<file path="config.mk">
export PLATFORM = sky130hd
export DESIGN_NAME = ddrseq
export DESIGN_NICKNAME = d
export VERILOG_FILES = /design/src/rtl/ddrseq_pkg.sv /design/src/rtl/ddrseq_plan.sv /design/src/rtl/ddrseq_wr_lane.sv /design/src/rtl/ddrseq_rd_lane.sv /design/src/rtl/ddrseq.sv
export SDC_FILE = /design/constraint.sdc
export NUM_CORES = 1
export LEC_CHECK = 0
export BUFFER_PORTS_ARGS = -buffer_cell sky130_fd_sc_hd__buf_2
export CORE_MARGIN = 10
export CORE_UTILIZATION = 40
export CTS_BUF_LIST = sky130_fd_sc_hd__clkbuf_2
export DETAILED_ROUTE_END_ITERATION = 8
export PLACE_DENSITY = 0.6
export SLEW_MARGIN = 20
export SYNTH_ARGS = -nofsm -noshare
export SYNTH_HDL_FRONTEND = slang
export SYNTH_SLANG_ARGS = --single-unit
export TNS_END_PERCENT = 100
</file>
<file path="constraint.sdc">
create_clock -name clk -period 6.2 [get_ports clk]
set_clock_uncertainty 0.2 [all_clocks]
set_input_delay 1.24 -clock clk [delete_from_list [all_inputs] [get_ports clk]]
set_output_delay 1.24 -clock clk [all_outputs]
set_load 0.01 [all_outputs]
</file>
<file path="src/rtl/ddrseq_pkg.sv">
package ddrseq_pkg;

  localparam int CA_BYTES = 6;
  localparam int CA_BITS  = 48;

  typedef enum logic [2:0] {
    S_IDLE,
    S_CA,
    S_LAT,
    S_DATA,
    S_GAP
  } seq_state_t;

  function automatic logic [CA_BITS-1:0] make_ca(input logic is_read,
                                                 input logic [44:0] waddr);
    logic [CA_BITS-1:0] w;
    w       = '0;
    w[47]   = is_read;
    w[46]   = 1'b0;
    w[45]   = 1'b1;
    w[44:0] = waddr;
    return w;
  endfunction

endpackage

</file>
<file path="src/rtl/ddrseq_plan.sv">
module ddrseq_plan #(
  parameter int AW   = 20,
  parameter int LW   = 8,
  parameter int CW   = 12,
  parameter int LATW = 4
) (
  input  logic                          is_read,
  input  logic [AW-1:0]                 addr,
  input  logic [LW-1:0]                 left,
  input  logic [LATW-1:0]               cfg_latency,
  input  logic [CW-1:0]                 cfg_cs_max,
  input  logic                          extra,
  output logic [ddrseq_pkg::CA_BITS-1:0] ca_word,
  output logic [LATW+1:0]               lat_cycles,
  output logic [LW-1:0]                 part_words
);
  import ddrseq_pkg::*;

  localparam int BW = CW + 1;

  logic [BW-1:0] overhead;
  logic [BW-1:0] budget;
  logic [BW-1:0] cap;

  always_comb begin
    ca_word = make_ca(is_read, 45'(addr));
  end

  always_comb begin
    if (extra) lat_cycles = {cfg_latency, 2'b00};
    else       lat_cycles = {1'b0, cfg_latency, 1'b0};
  end

  always_comb begin
    overhead = BW'(CA_BYTES) + BW'(lat_cycles);
    budget   = {1'b0, cfg_cs_max};
    if (budget > overhead) cap = (budget - overhead) >> 1;
    else                   cap = '0;
    if (cap >= BW'(left)) part_words = left;
    else                  part_words = cap[LW-1:0];
  end

endmodule

</file>
<file path="src/rtl/ddrseq_wr_lane.sv">
module ddrseq_wr_lane (
  input  logic       clk,
  input  logic       rst_sn,
  input  logic       take,
  input  logic [15:0] wr_data,
  input  logic [1:0]  wr_be,
  output logic [7:0]  first_byte,
  output logic        first_mask,
  output logic [7:0]  second_byte,
  output logic        second_mask
);

  logic [7:0] byte_q, byte_d;
  logic       mask_q, mask_d;

  always_comb begin
    first_byte = wr_data[15:8];
    first_mask = ~wr_be[1];
    byte_d     = byte_q;
    mask_d     = mask_q;
    if (take) begin
      byte_d = wr_data[7:0];
      mask_d = ~wr_be[0];
    end
  end

  always_ff @(posedge clk or negedge rst_sn) begin
    if (!rst_sn) begin
      byte_q <= '0;
      mask_q <= 1'b1;
    end else begin
      byte_q <= byte_d;
      mask_q <= mask_d;
    end
  end

  assign second_byte = byte_q;
  assign second_mask = mask_q;

endmodule

</file>
<file path="src/rtl/ddrseq_rd_lane.sv">
module ddrseq_rd_lane (
  input  logic        clk,
  input  logic        rst_sn,
  input  logic        en,
  input  logic        rwds_in,
  input  logic [7:0]  dq_in,
  output logic        word_take,
  output logic [15:0] rd_data,
  output logic        rd_valid
);

  logic        prev_q;
  logic        have_q, have_d;
  logic [7:0]  first_q, first_d;
  logic [15:0] data_q, data_d;
  logic        valid_d, valid_q;
  logic        strobe;

  always_comb begin
    strobe    = en && (rwds_in != prev_q);
    word_take = strobe && have_q;
    have_d    = have_q;
    first_d   = first_q;
    data_d    = data_q;
    valid_d   = 1'b0;
    if (!en) begin
      have_d = 1'b0;
    end else if (strobe) begin
      if (have_q) begin
        data_d  = {first_q, dq_in};
        valid_d = 1'b1;
        have_d  = 1'b0;
      end else begin
        first_d = dq_in;
        have_d  = 1'b1;
      end
    end
  end

  always_ff @(posedge clk or negedge rst_sn) begin
    if (!rst_sn) begin
      prev_q  <= 1'b0;
      have_q  <= 1'b0;
      first_q <= '0;
      data_q  <= '0;
      valid_q <= 1'b0;
    end else begin
      prev_q  <= rwds_in;
      have_q  <= have_d;
      first_q <= first_d;
      data_q  <= data_d;
      valid_q <= valid_d;
    end
  end

  assign rd_data  = data_q;
  assign rd_valid = valid_q;

  // a word can only appear right after a cycle of read data capture
  p_valid_from_capture_r6: assert property (@(posedge clk) disable iff (!rst_sn)
    rd_valid |-> $past(en));

endmodule

</file>
<file path="src/rtl/ddrseq.sv">
module ddrseq #(
  parameter int AW   = 20,
  parameter int LW   = 8,
  parameter int CW   = 12,
  parameter int LATW = 4,
  parameter int CSH  = 4
) (
  input  logic            clk,
  input  logic            rst_n,
  input  logic [LATW-1:0] cfg_latency,
  input  logic [CW-1:0]   cfg_cs_max,
  input  logic            req_valid,
  output logic            req_ready,
  input  logic            req_write,
  input  logic [AW-1:0]   req_addr,
  input  logic [LW-1:0]   req_len,
  input  logic [15:0]     wr_data,
  input  logic [1:0]      wr_be,
  output logic            wr_ready,
  output logic [15:0]     rd_data,
  output logic            rd_valid,
  output logic            done,
  output logic            bus_cs_n,
  output logic            bus_ck,
  output logic [7:0]      bus_dq_out,
  output logic            bus_dq_oe,
  input  logic [7:0]      bus_dq_in,
  output logic            bus_rwds_out,
  output logic            bus_rwds_oe,
  input  logic            bus_rwds_in
);
  import ddrseq_pkg::*;

  localparam int LCW  = LATW + 2;
  localparam int GW   = $clog2(CSH + 1);
  localparam int CNTW = (LCW > GW) ? LCW : GW;
  localparam int HW   = GW + 1;

  // reset: asynchronous assert, synchronous release
  logic rs0_q, rs1_q, rst_sn;
  always_ff @(posedge clk or negedge rst_n) begin
    if (!rst_n) begin
      rs0_q <= 1'b0;
      rs1_q <= 1'b0;
    end else begin
      rs0_q <= 1'b1;
      rs1_q <= rs0_q;
    end
  end
  assign rst_sn = rs1_q;

  seq_state_t           st_q, st_d;
  logic [CNTW-1:0]      cnt_q, cnt_d;
  logic [AW-1:0]        addr_q, addr_d;
  logic [LW-1:0]        left_q, left_d;
  logic [LW-1:0]        part_q, part_d;
  logic                 wr_q, wr_d;
  logic                 extra_q, extra_d;
  logic                 half_q, half_d;
  logic                 cs_n_q, cs_n_d;
  logic                 ck_q, ck_d;
  logic [7:0]           dq_q, dq_d;
  logic                 dq_oe_q, dq_oe_d;
  logic                 rwds_q, rwds_d;
  logic                 rwds_oe_q, rwds_oe_d;
  logic [CA_BITS-1:0]   ca_sr_q, ca_sr_d;
  logic                 done_q, done_d;
  logic                 wr_take;

  // planner inputs select the request itself while idle
  logic                 idle;
  logic                 pl_read;
  logic [AW-1:0]        pl_addr;
  logic [LW-1:0]        pl_left;
  logic                 pl_extra;
  logic [CA_BITS-1:0]   ca_word;
  logic [LCW-1:0]       lat_cycles;
  logic [LW-1:0]        part_words;

  assign idle     = (st_q == S_IDLE);
  assign pl_read  = idle ? !req_write : !wr_q;
  assign pl_addr  = idle ? req_addr   : addr_q;
  assign pl_left  = idle ? req_len    : left_q;
  assign pl_extra = extra_q | bus_rwds_in;

  ddrseq_plan #(.AW(AW), .LW(LW), .CW(CW), .LATW(LATW)) u_plan (
    .is_read    (pl_read),
    .addr       (pl_addr),
    .left       (pl_left),
    .cfg_latency(cfg_latency),
    .cfg_cs_max (cfg_cs_max),
    .extra      (pl_extra),
    .ca_word    (ca_word),
    .lat_cycles (lat_cycles),
    .part_words (part_words)
  );

  logic [7:0] wl_first, wl_second;
  logic       wl_first_m, wl_second_m;

  ddrseq_wr_lane u_wr (
    .clk        (clk),
    .rst_sn     (rst_sn),
    .take       (wr_take),
    .wr_data    (wr_data),
    .wr_be      (wr_be),
    .first_byte (wl_first),
    .first_mask (wl_first_m),
    .second_byte(wl_second),
    .second_mask(wl_second_m)
  );

  logic rd_en, rd_word;

  assign rd_en = (st_q == S_DATA) && !wr_q;

  ddrseq_rd_lane u_rd (
    .clk      (clk),
    .rst_sn   (rst_sn),
    .en       (rd_en),
    .rwds_in  (bus_rwds_in),
    .dq_in    (bus_dq_in),
    .word_take(rd_word),
    .rd_data  (rd_data),
    .rd_valid (rd_valid)
  );

  // next-state logic
  always_comb begin
    st_d      = st_q;
    cnt_d     = cnt_q;
    addr_d    = addr_q;
    left_d    = left_q;
    part_d    = part_q;
    wr_d      = wr_q;
    extra_d   = extra_q;
    half_d    = half_q;
    cs_n_d    = cs_n_q;
    ck_d      = ck_q;
    dq_d      = dq_q;
    dq_oe_d   = dq_oe_q;
    rwds_d    = rwds_q;
    rwds_oe_d = rwds_oe_q;
    ca_sr_d   = ca_sr_q;
    done_d    = 1'b0;
    wr_take   = 1'b0;

    unique case (st_q)
      S_IDLE: begin
        if (req_valid) begin
          addr_d  = req_addr;
          left_d  = req_len;
          wr_d    = req_write;
          cs_n_d  = 1'b0;
          ck_d    = 1'b1;
          dq_d    = ca_word[47:40];
          dq_oe_d = 1'b1;
          ca_sr_d = {ca_word[39:0], 8'h00};
          cnt_d   = CNTW'(CA_BYTES - 1);
          extra_d = 1'b0;
          st_d    = S_CA;
        end
      end

      S_CA: begin
        ck_d    = ~ck_q;
        extra_d = pl_extra;
        if (cnt_q != '0) begin
          dq_d    = ca_sr_q[47:40];
          ca_sr_d = {ca_sr_q[39:0], 8'h00};
          cnt_d   = cnt_q - 1'b1;
        end else begin
          dq_d    = '0;
          dq_oe_d = 1'b0;
          cnt_d   = CNTW'(lat_cycles) - 1'b1;
          part_d  = part_words;
          st_d    = S_LAT;
        end
      end

      S_LAT: begin
        ck_d = ~ck_q;
        if (cnt_q != '0) begin
          cnt_d = cnt_q - 1'b1;
        end else begin
          st_d   = S_DATA;
          half_d = 1'b0;
          if (wr_q) begin
            wr_take   = 1'b1;
            dq_d      = wl_first;
            rwds_d    = wl_first_m;
            dq_oe_d   = 1'b1;
            rwds_oe_d = 1'b1;
          end
        end
      end

      S_DATA: begin
        ck_d = ~ck_q;
        if (wr_q && !half_q) begin
          dq_d   = wl_second;
          rwds_d = wl_second_m;
          half_d = 1'b1;
        end else if ((wr_q && half_q) || (!wr_q && rd_word)) begin
          half_d = 1'b0;
          addr_d = addr_q + 1'b1;
          left_d = left_q - 1'b1;
          part_d = part_q - 1'b1;
          if (part_q == LW'(1)) begin
            cs_n_d    = 1'b1;
            ck_d      = 1'b0;
            dq_d      = '0;
            dq_oe_d   = 1'b0;
            rwds_d    = 1'b0;
            rwds_oe_d = 1'b0;
            cnt_d     = CNTW'(CSH - 1);
            st_d      = S_GAP;
          end else if (wr_q) begin
            wr_take = 1'b1;
            dq_d    = wl_first;
            rwds_d  = wl_first_m;
          end
        end
      end

      S_GAP: begin
        if (cnt_q != '0) begin
          cnt_d = cnt_q - 1'b1;
        end else if (left_q != '0) begin
          cs_n_d  = 1'b0;
          ck_d    = 1'b1;
          dq_d    = ca_word[47:40];
          dq_oe_d = 1'b1;
          ca_sr_d = {ca_word[39:0], 8'h00};
          cnt_d   = CNTW'(CA_BYTES - 1);
          extra_d = 1'b0;
          st_d    = S_CA;
        end else begin
          done_d = 1'b1;
          st_d   = S_IDLE;
        end
      end

      default: st_d = S_IDLE;
    endcase
  end

  // state registers
  always_ff @(posedge clk or negedge rst_sn) begin
    if (!rst_sn) begin
      st_q      <= S_IDLE;
      cnt_q     <= '0;
      addr_q    <= '0;
      left_q    <= '0;
      part_q    <= '0;
      wr_q      <= 1'b0;
      extra_q   <= 1'b0;
      half_q    <= 1'b0;
      cs_n_q    <= 1'b1;
      ck_q      <= 1'b0;
      dq_q      <= '0;
      dq_oe_q   <= 1'b0;
      rwds_q    <= 1'b0;
      rwds_oe_q <= 1'b0;
      ca_sr_q   <= '0;
      done_q    <= 1'b0;
    end else begin
      st_q      <= st_d;
      cnt_q     <= cnt_d;
      addr_q    <= addr_d;
      left_q    <= left_d;
      part_q    <= part_d;
      wr_q      <= wr_d;
      extra_q   <= extra_d;
      half_q    <= half_d;
      cs_n_q    <= cs_n_d;
      ck_q      <= ck_d;
      dq_q      <= dq_d;
      dq_oe_q   <= dq_oe_d;
      rwds_q    <= rwds_d;
      rwds_oe_q <= rwds_oe_d;
      ca_sr_q   <= ca_sr_d;
      done_q    <= done_d;
    end
  end

  assign req_ready    = idle;
  assign wr_ready     = wr_take;
  assign done         = done_q;
  assign bus_cs_n     = cs_n_q;
  assign bus_ck       = ck_q;
  assign bus_dq_out   = dq_q;
  assign bus_dq_oe    = dq_oe_q;
  assign bus_rwds_out = rwds_q;
  assign bus_rwds_oe  = rwds_oe_q;

  // checker counters for chip-select run lengths
  logic [CW:0] chk_lo_q;
  logic [HW-1:0] chk_hi_q;
  always_ff @(posedge clk or negedge rst_sn) begin
    if (!rst_sn) begin
      chk_lo_q <= '0;
      chk_hi_q <= '1;
    end else begin
      if (cs_n_q) chk_lo_q <= '0;
      else        chk_lo_q <= chk_lo_q + 1'b1;
      if (!cs_n_q)            chk_hi_q <= '0;
      else if (chk_hi_q != '1) chk_hi_q <= chk_hi_q + 1'b1;
    end
  end

  p_cs_budget_r7: assert property (@(posedge clk) disable iff (!rst_sn)
    chk_lo_q <= {1'b0, cfg_cs_max});

  p_gap_len_r9: assert property (@(posedge clk) disable iff (!rst_sn)
    $fell(cs_n_q) |-> (chk_hi_q >= HW'(CSH)));

  p_ck_toggle_r10: assert property (@(posedge clk) disable iff (!rst_sn)
    (!cs_n_q && !$past(cs_n_q)) |-> (ck_q != $past(ck_q)));

  p_ck_parked_r10: assert property (@(posedge clk) disable iff (!rst_sn)
    cs_n_q |-> !ck_q);

  p_read_hands_off_r6: assert property (@(posedge clk) disable iff (!rst_sn)
    (st_q == S_DATA && !wr_q) |-> (!dq_oe_q && !rwds_oe_q));

  p_req_legal_r11: assert property (@(posedge clk) disable iff (!rst_sn)
    (req_valid && req_ready) |-> (req_len != '0 && cfg_latency != '0));

  p_done_after_gap_r11: assert property (@(posedge clk) disable iff (!rst_sn)
    done_q |-> ($past(st_q) == S_GAP && cs_n_q));

endmodule

</file>
==> results.py, run 1 <==
metrics = {
    "run_status": {
        "status": "finished clean",
    },
    "layout": {
        "area_delta_synth_final_pct": 13.51,
        "layout-drive-gt1-share_pct": 19.29,
        "final_core_util_pct": 45.89,
        "finalNetCount": 1064,
    },
    "synth": {
        "avgSynthCellArea_sq_um": 8.894,
        "synth-seq-area-share_pct": 44.85,
        "yosys.area_share.adder_pct": 3.617,
        "synth_most_common_cell": "dfrtp_1",
        "yosysWarnings": 0,
        "synthesis.nets": 976,
        "synth_common_cells": "dfrtp_1, nand2_1, nor2_1",
        "synth_top_family_by_area": "compound AO/OA/AOI/OAI gates",
        "synth_edf_count": 0,
        "async_flop_share_pct": 100.0,
        "synth-xor-area-share_pct": 1.232,
        "synth_mux_area_share_pct": 5.298,
        "synth_top_area_share_pct": 44.17,
        "synth_cells": 879,
        "synth_area_leaders": "dfrtp_1, nand2_1, a21oi_1, nor2_1, o21ai_0",
        "yosys.area_share.simple_pct": 19.64,
        "yosysTopAreaCell": "dfrtp_1",
        "synth_compound_area_share_pct": 21.85,
        "ys_ff_latch": 140,
        "synth_ff_type": "dfrtp_1",
        "syn_area_sq_um": 7817,
        "ys_types": 71,
    },
    "cts": {
        "insertion_delay_ns": 0.71,
        "clockRootBuffer": "clkbuf_2",
        "holdBufCountCts": 1,
        "cts_tree": "done",
        "cts_buffer_depth": 2,
        "clkTransAtPathRegs_ns": 0.24,
        "postCtsSetupBuffers": 0,
        "clkSinkCount": 140,
        "ctsHtreeMaxLevel": 4,
        "cts-buffers-inserted": 17,
        "cts_resized": 0,
    },
    "critical_path": {
        "worstPathArrival_ns": 6.01,
        "crit_fanout": 12,
        "slowest_delay_ns": 0.40,
        "critPathLaunchType": "input port",
        "worstSetupPathType": "input port to register",
        "path_cells": "buf_2 > nor2_1 > nand2_1 > ha_1 > nand2b_1 > nor3b_1 > a21oi_1 > o32a_1 > ha_1 > a21o_1 > a211o_1 > nor2_1 > o21a_1 > nor3_1 > ha_1 > a211oi_1 > a21oi_1 > nor3_1 > o21ai_2 > and3_1 > a311o_1",
        "worst_ep_required_time_ns": 6.62,
        "cp-end-kind": "register",
        "timing.critical_path.mode_cell": "ha_1",
        "cp_slowest_cell": "nor2_1",
    },
    "power_and_ir_drop": {
        "p_seq_share_pct": 37.7,
        "peakVddDrop_mv": 0.2313,
        "swShare_pct": 45.63,
        "p_int_mw": 2.366,
        "p_per_area_nw_per_um2": 490.4,
        "p_clk_share_pct": 12.9,
        "p_leak_nw": 3.962,
        "switchingPower_mw": 1.986,
        "comb_power_share_pct": 49.5,
    },
    "timing": {
        "timing.final.crit_period_ns": 5.581,
        "setup_viol": 0,
        "worst_pin_slew_ns": 1.026,
        "slew_headroom_pct": 31.39,
        "fmax_mhz": 179.2,
        "slew_viol_final": 0,
        "final_hold_viol_count": 0,
        "post-route-period-util_pct": 90.01,
        "layout_setup_ws_ns": 0.6193,
        "rsz0062_at_grt": "false",
    },
    "run": {
        "maxCapViolCount": 0,
    },
    "min_path": {
        "hold_class": "register to async pin",
    },
    "grt": {
        "gr-total-overflow": 0,
        "grt_usage_pct": 16.05,
        "grt_pass1_wl_microns": 34180,
        "grt_pass1_vias": 6479,
        "grt_max_degree": 61,
        "antenna_found_initial": 2,
    },
    "routing": {
        "drc": 0,
        "first_iter_violations": 435,
        "wl_per_cell_microns": 16.61,
        "wl_microns": 20700,
        "vias_per_cell": 5.465,
        "antenna_left": 0,
        "firstDrtPassIters": 5,
        "num_vias": 6809,
    },
    "placement": {
        "dp_hpwl_microns": 14800,
        "routabilityCongestion": 0.8412,
        "portBuffers": 107,
        "post-place-ws_ns": -0.06299,
    },
    "floorplanning": {
        "rows": 51,
        "ios": 108,
        "die_x_microns": 159.8,
        "initial_core_util_pct": 40.43,
        "die-height_microns": 159.8,
        "dieArea_sq_um": 25540,
        "coreArea_sq_um": 19330,
    },
}
## layout by cell type (no fill, tap or decap), types with 4 or more instances in the layout
cell type / netlist / routed
o22ai_1: 14 / 14
a31oi_1: 4 / 4
mux2_2: 19 / 19
xnor2_1: 7 / 7
buf_2: 7 / 107
ha_1: 21 / 21
a22o_1: 24 / 24
o21ai_0: 62 / 62
a211oi_1: 10 / 10
nand2b_1: 8 / 8
and3_1: 9 / 9
and2_1: 5 / 5
inv_1: 16 / 16
or3_1: 5 / 5
clkbuf_2: 0 / 18
nand2_1: 122 / 122
buf_4: 0 / 11
nor2_1: 89 / 86
nor3_1: 30 / 29
a222oi_1: 6 / 6
mux2i_1: 20 / 20
xor2_1: 4 / 4
o2bb2ai_1: 8 / 8
nand3_1: 23 / 23
a21oi_1: 88 / 88
nor3b_1: 12 / 12
a22oi_1: 4 / 4
dfrtp_1: 138 / 137
inv_6: 0 / 5
nor2b_1: 7 / 7
a2bb2oi_1: 6 / 6
o21a_1: 5 / 5
## state kept, by name, summed over array words and instances, names as in the netlist, 3 cells and up
name / count
ca_sr_q: 40
addr_q: 20
u_rd.rd_data: 16
bus_dq_out: 8
left_q: 8
part_q: 8
u_rd.first_q: 8
u_wr.second_byte: 8
cnt_q: 6
st_q: 3
## path summary, 6_finish.rpt
path	end	from	depth (start not counted)	slack [ns]
hold reg to reg	u_rd.first_q[3]$_DFFE_PN0P_	rs1_q$_DFF_PN0_	0	0.12
setup / recovery	part_q[7]$_DFFE_PN0P_	bus_rwds_in	21	0.62
hold / removal	u_rd.first_q[3]$_DFFE_PN0P_	rs1_q$_DFF_PN0_	0	0.12
setup reg to reg	part_q[7]$_DFFE_PN0P_	extra_q$_DFFE_PN0P_	20	0.87
max in group asynchronous	left_q[6]$_DFFE_PN0P_	rs1_q$_DFF_PN0_	1	4.55
min in group clk	rs1_q$_DFF_PN0_	rs0_q$_DFF_PN0_	0	0.18
## per-layer routing
layer,global-route usage (%),wire (microns)
met5,0,13
met4,4.132,216
met3,4.319,1184
met2,23.54,8973
met1,22.81,10310
## critical path, delay by kind of cell
family                   cells  cell delay [ns]
buffers and inverters        1             0.12
AO/OA/AOI/OAI                9             1.91
AND/OR/NAND/NOR              8             1.78
adder cells (fa/ha/maj)      3             0.96
## area by class of cell
class	instances	area (sq um)
Fill cell	1943	10460
Multi-Input combinational cell	671	4061
Sequential cell	140	3510
Timing Repair Buffer	120	655.6
Tap cell	265	331.6
Clock inverter	14	158.9
Clock buffer	18	90.09
Inverter	17	63.81
Antenna cell	1	2.502
## kinds of logic (layout without fill, tap and decap cells)
logic type                 Yosys count  after routing
AOI/OAI and AO/OA                  266            266
xor gates and xnor gates            11             11
buffers and inverters               68            169
other                                1              2
muxes                               39             39
DFF                                140            140
and+or+nand+nor                    332            332
adders and majority gates           22             22
## power by group through the flow
stage / clock, mW / sequential, mW / combinational, mW
after global placement: 0 / 1.65 / 2.10
after detailed placement: 0 / 1.66 / 2.13
after CTS: 0.582 / 1.64 / 2.14
after floorplan: 0 / 1.56 / 1.64
final: 0.561 / 1.64 / 2.15
after global routing: 0.630 / 1.70 / 2.45
## metrics by stage
step	instance area, sq um	cells	TNS [ns]	hold slack, ns	power (mW)
after floorplan	7818	879	0	0.1312	3.198
after global placement	8584	1211	0	0.1376	3.754
after detailed placement	8584	1211	-0.09667	0.1356	3.788
after CTS	8843	1244	0	0.1345	4.356
after global routing	8874	1246	0	0.1782	4.775
final	8874	1246	0	0.1190	4.352
(Power assumes the default switching activity.)
==> inputs of run 2 (changes only) <==
Settings changed: CORE_MARGIN 10 to default, CTS_CLUSTER_DIAMETER from default to 120, PLACE_DENSITY 0.6 to default, PLACE_DENSITY_LB_ADDON from default to 0.2.
==> results.py, run 2 (synthesis results as in run 1) <==
metrics = {
    "critical_path": {
        "r2r-end": "part_q[7]$_DFFE_PN0P_",
        "r2r_cells": 20,
        "critPathBufInv": 1,
        "timing.critical_path.mode_cell": "ha_1",
        "crit_cells": 21,
        "path_delay_family": "compound AO/OA/AOI/OAI gates",
        "critPathLaunchType": "input port",
        "worst_ep_required_time_ns": 6.61,
        "cp-end-kind": "register",
        "path_cells": "buf_2 > nor2_1 > nand2_1 > ha_1 > nand2b_1 > nor3b_1 > a21oi_1 > o32a_1 > ha_1 > a21o_1 > a211o_1 > nor2_1 > o21a_1 > nor3_1 > ha_1 > a211oi_1 > a21oi_1 > nor3_1 > o21ai_2 > and3_1 > a311o_1",
        "reg2reg_from": "extra_q$_DFFE_PN0P_",
        "crit_fanout": 12,
        "reg2reg_slack_ns": 0.85,
        "worstPathArrival_ns": 6.00,
        "worstSetupPathType": "input port to register",
        "slowest_delay_ns": 0.38,
        "cp_slowest_cell": "nor2_1",
        "critPathLaunch": "bus_rwds_in",
    },
    "layout": {
        "largest_register_ffs": 40,
        "layoutNonFillerInstCount": 1246,
        "finalNetCount": 1068,
        "final_cell_mix": "dfrtp_1, nand2_1, buf_2, a21oi_1, nor2_1",
        "layout_commonest_cell": "dfrtp_1",
        "final_core_util_pct": 46.94,
        "area_delta_synth_final_pct": 13.83,
        "final_cell_area_sq_um": 8899,
        "fillers": 1874,
        "ff_latch_area_sq_um": 3510,
        "layout-drive-gt1-share_pct": 19.61,
        "multi_input_area_sq_um": 4059,
        "top_register": "ca_sr_q",
    },
    "placement": {
        "place_inst": 1211,
        "post_dp_cell_area_sq_um": 8633,
        "dp_hpwl_microns": 13900,
        "portBuffers": 107,
        "routabilityCongestion": 0.8074,
    },
    "floorplanning": {
        "ios": 108,
        "initial_core_util_pct": 41.24,
        "rows": 50,
        "dieArea_sq_um": 20110,
        "coreArea_sq_um": 18960,
        "die-height_microns": 141.8,
        "die_x_microns": 141.8,
    },
    "timing": {
        "worst_pin_slew_ns": 1.046,
        "timing.hold.ws_ns": 0.07820,
        "fmax_mhz": 178.8,
        "slew_viol_final": 0,
        "final_hold_viol_count": 0,
        "setup_viol": 0,
        "post-route-period-util_pct": 90.19,
        "rsz0062_at_grt": "false",
        "slew_headroom_pct": 30.12,
        "timing.final.crit_period_ns": 5.592,
    },
    "grt": {
        "grt_pass1_wl_microns": 32910,
        "grt_max_degree": 58,
        "grt_pass1_vias": 6235,
        "gr-total-overflow": 0,
        "grt_usage_pct": 20.75,
        "antenna_found_initial": 1,
    },
    "cts": {
        "cts-buffers-inserted": 17,
        "clockRootBuffer": "clkbuf_2",
        "cts_tree": "done",
        "holdBufCountCts": 1,
        "postCtsSetupBuffers": 0,
        "clkSinkCount": 140,
        "clkTransAtPathRegs_ns": 0.22,
        "insertion_delay_ns": 0.71,
        "ctsHtreeMaxLevel": 4,
        "cts_buffer_depth": 2,
        "cts_resized": 0,
    },
    "power_and_ir_drop": {
        "p_leak_nw": 3.996,
        "p_seq_share_pct": 36.8,
        "swShare_pct": 45.63,
        "p_int_mw": 2.378,
        "totalPowerFinal_mw": 4.373,
        "p_per_area_nw_per_um2": 491.4,
        "switchingPower_mw": 1.995,
        "p_clk_share_pct": 13.0,
        "comb_power_share_pct": 50.2,
        "peakVddDrop_mv": 0.2513,
    },
    "routing": {
        "wl_per_cell_microns": 15.99,
        "firstDrtPassIters": 5,
        "drc": 0,
        "vias_per_cell": 5.415,
        "first_iter_violations": 418,
        "antenna_left": 0,
        "num_vias": 6747,
        "wl_microns": 19920,
    },
    "run_status": {
        "status": "finished clean",
    },
    "min_path": {
        "hold_class": "register to async pin",
    },
    "run": {
        "maxCapViolCount": 0,
    },
}
## run 2: changes by cell type in the layout (fill, tap and decap cells not counted), sizes merged
cell and delta:
buf +4, diode +1, inv -1, clkinvlp -3, clkinv +4
## run 2: worst reg2reg max path, cell delays in order, from the launching register on
cell	delay, ns
dfrtp_1	0.42
nor2_1	0.40
nand2_1	0.19
ha_1	0.23
nand2b_1	0.16
nor3b_1	0.23
a21oi_1	0.07
o32a_1	0.19
ha_1	0.33
a21o_1	0.18
a211o_1	0.36
nor2_1	0.18
o21a_1	0.35
nor3_1	0.16
ha_1	0.35
a211oi_1	0.22
a21oi_1	0.10
nor3_1	0.26
o21ai_2	0.20
and3_1	0.23
a311o_1	0.27
## run 2: worst max-delay path by stage
stage	endpoint
after floorplan	part_q[7]$_DFFE_PN0P_
after detailed placement	part_q[7]$_DFFE_PN0P_
after global placement	part_q[7]$_DFFE_PN0P_
after global routing	part_q[7]$_DFFE_PN0P_
after CTS	part_q[7]$_DFFE_PN0P_
final	part_q[7]$_DFFE_PN0P_
## run 2: area by class of cell
cell class,instances,share of cell area (%)
Timing Repair Buffer,124,7.705
Clock buffer,18,1.012
Inverter,17,0.7171
Clock inverter,14,1.800
Antenna cell,2,0.05624
Sequential cell,140,39.44
Tap cell,260,3.656
Multi-Input combinational cell,671,45.61
## run 2: metal layers
layer  global-route usage [%]  routed length (microns)  vias to the layer above
li1                         -                        -                     3368
met2                    30.36                     8468                      196
met3                    4.252                     1029                       14
met5                        0                        0                        -
met1                    31.22                    10250                     3169
met4                    4.697                      175                        0
## run 2: power groups by stage
stage | sequential [mW] | clock [mW] | combinational [mW]
after floorplan | 1.56 | 0 | 1.64
after global placement | 1.62 | 0 | 2.13
after detailed placement | 1.63 | 0 | 2.19
after CTS | 1.61 | 0.586 | 2.20
after global routing | 1.67 | 0.628 | 2.47
final | 1.61 | 0.567 | 2.19
## run 2: per-stage QoR
| stage | setup TNS [ns] | setup slack (ns) |
|---|---|---|
| 2_1_floorplan | 0 | 0.5654 |
| 3_3_place_gp | -0.02126 | -0.01669 |
| 3_5_place_dp | -0.1881 | -0.1050 |
| 4_1_cts | 0 | 0.6904 |
| 5_1_grt | 0 | 0.3046 |
| 6_report | 0 | 0.6082 |
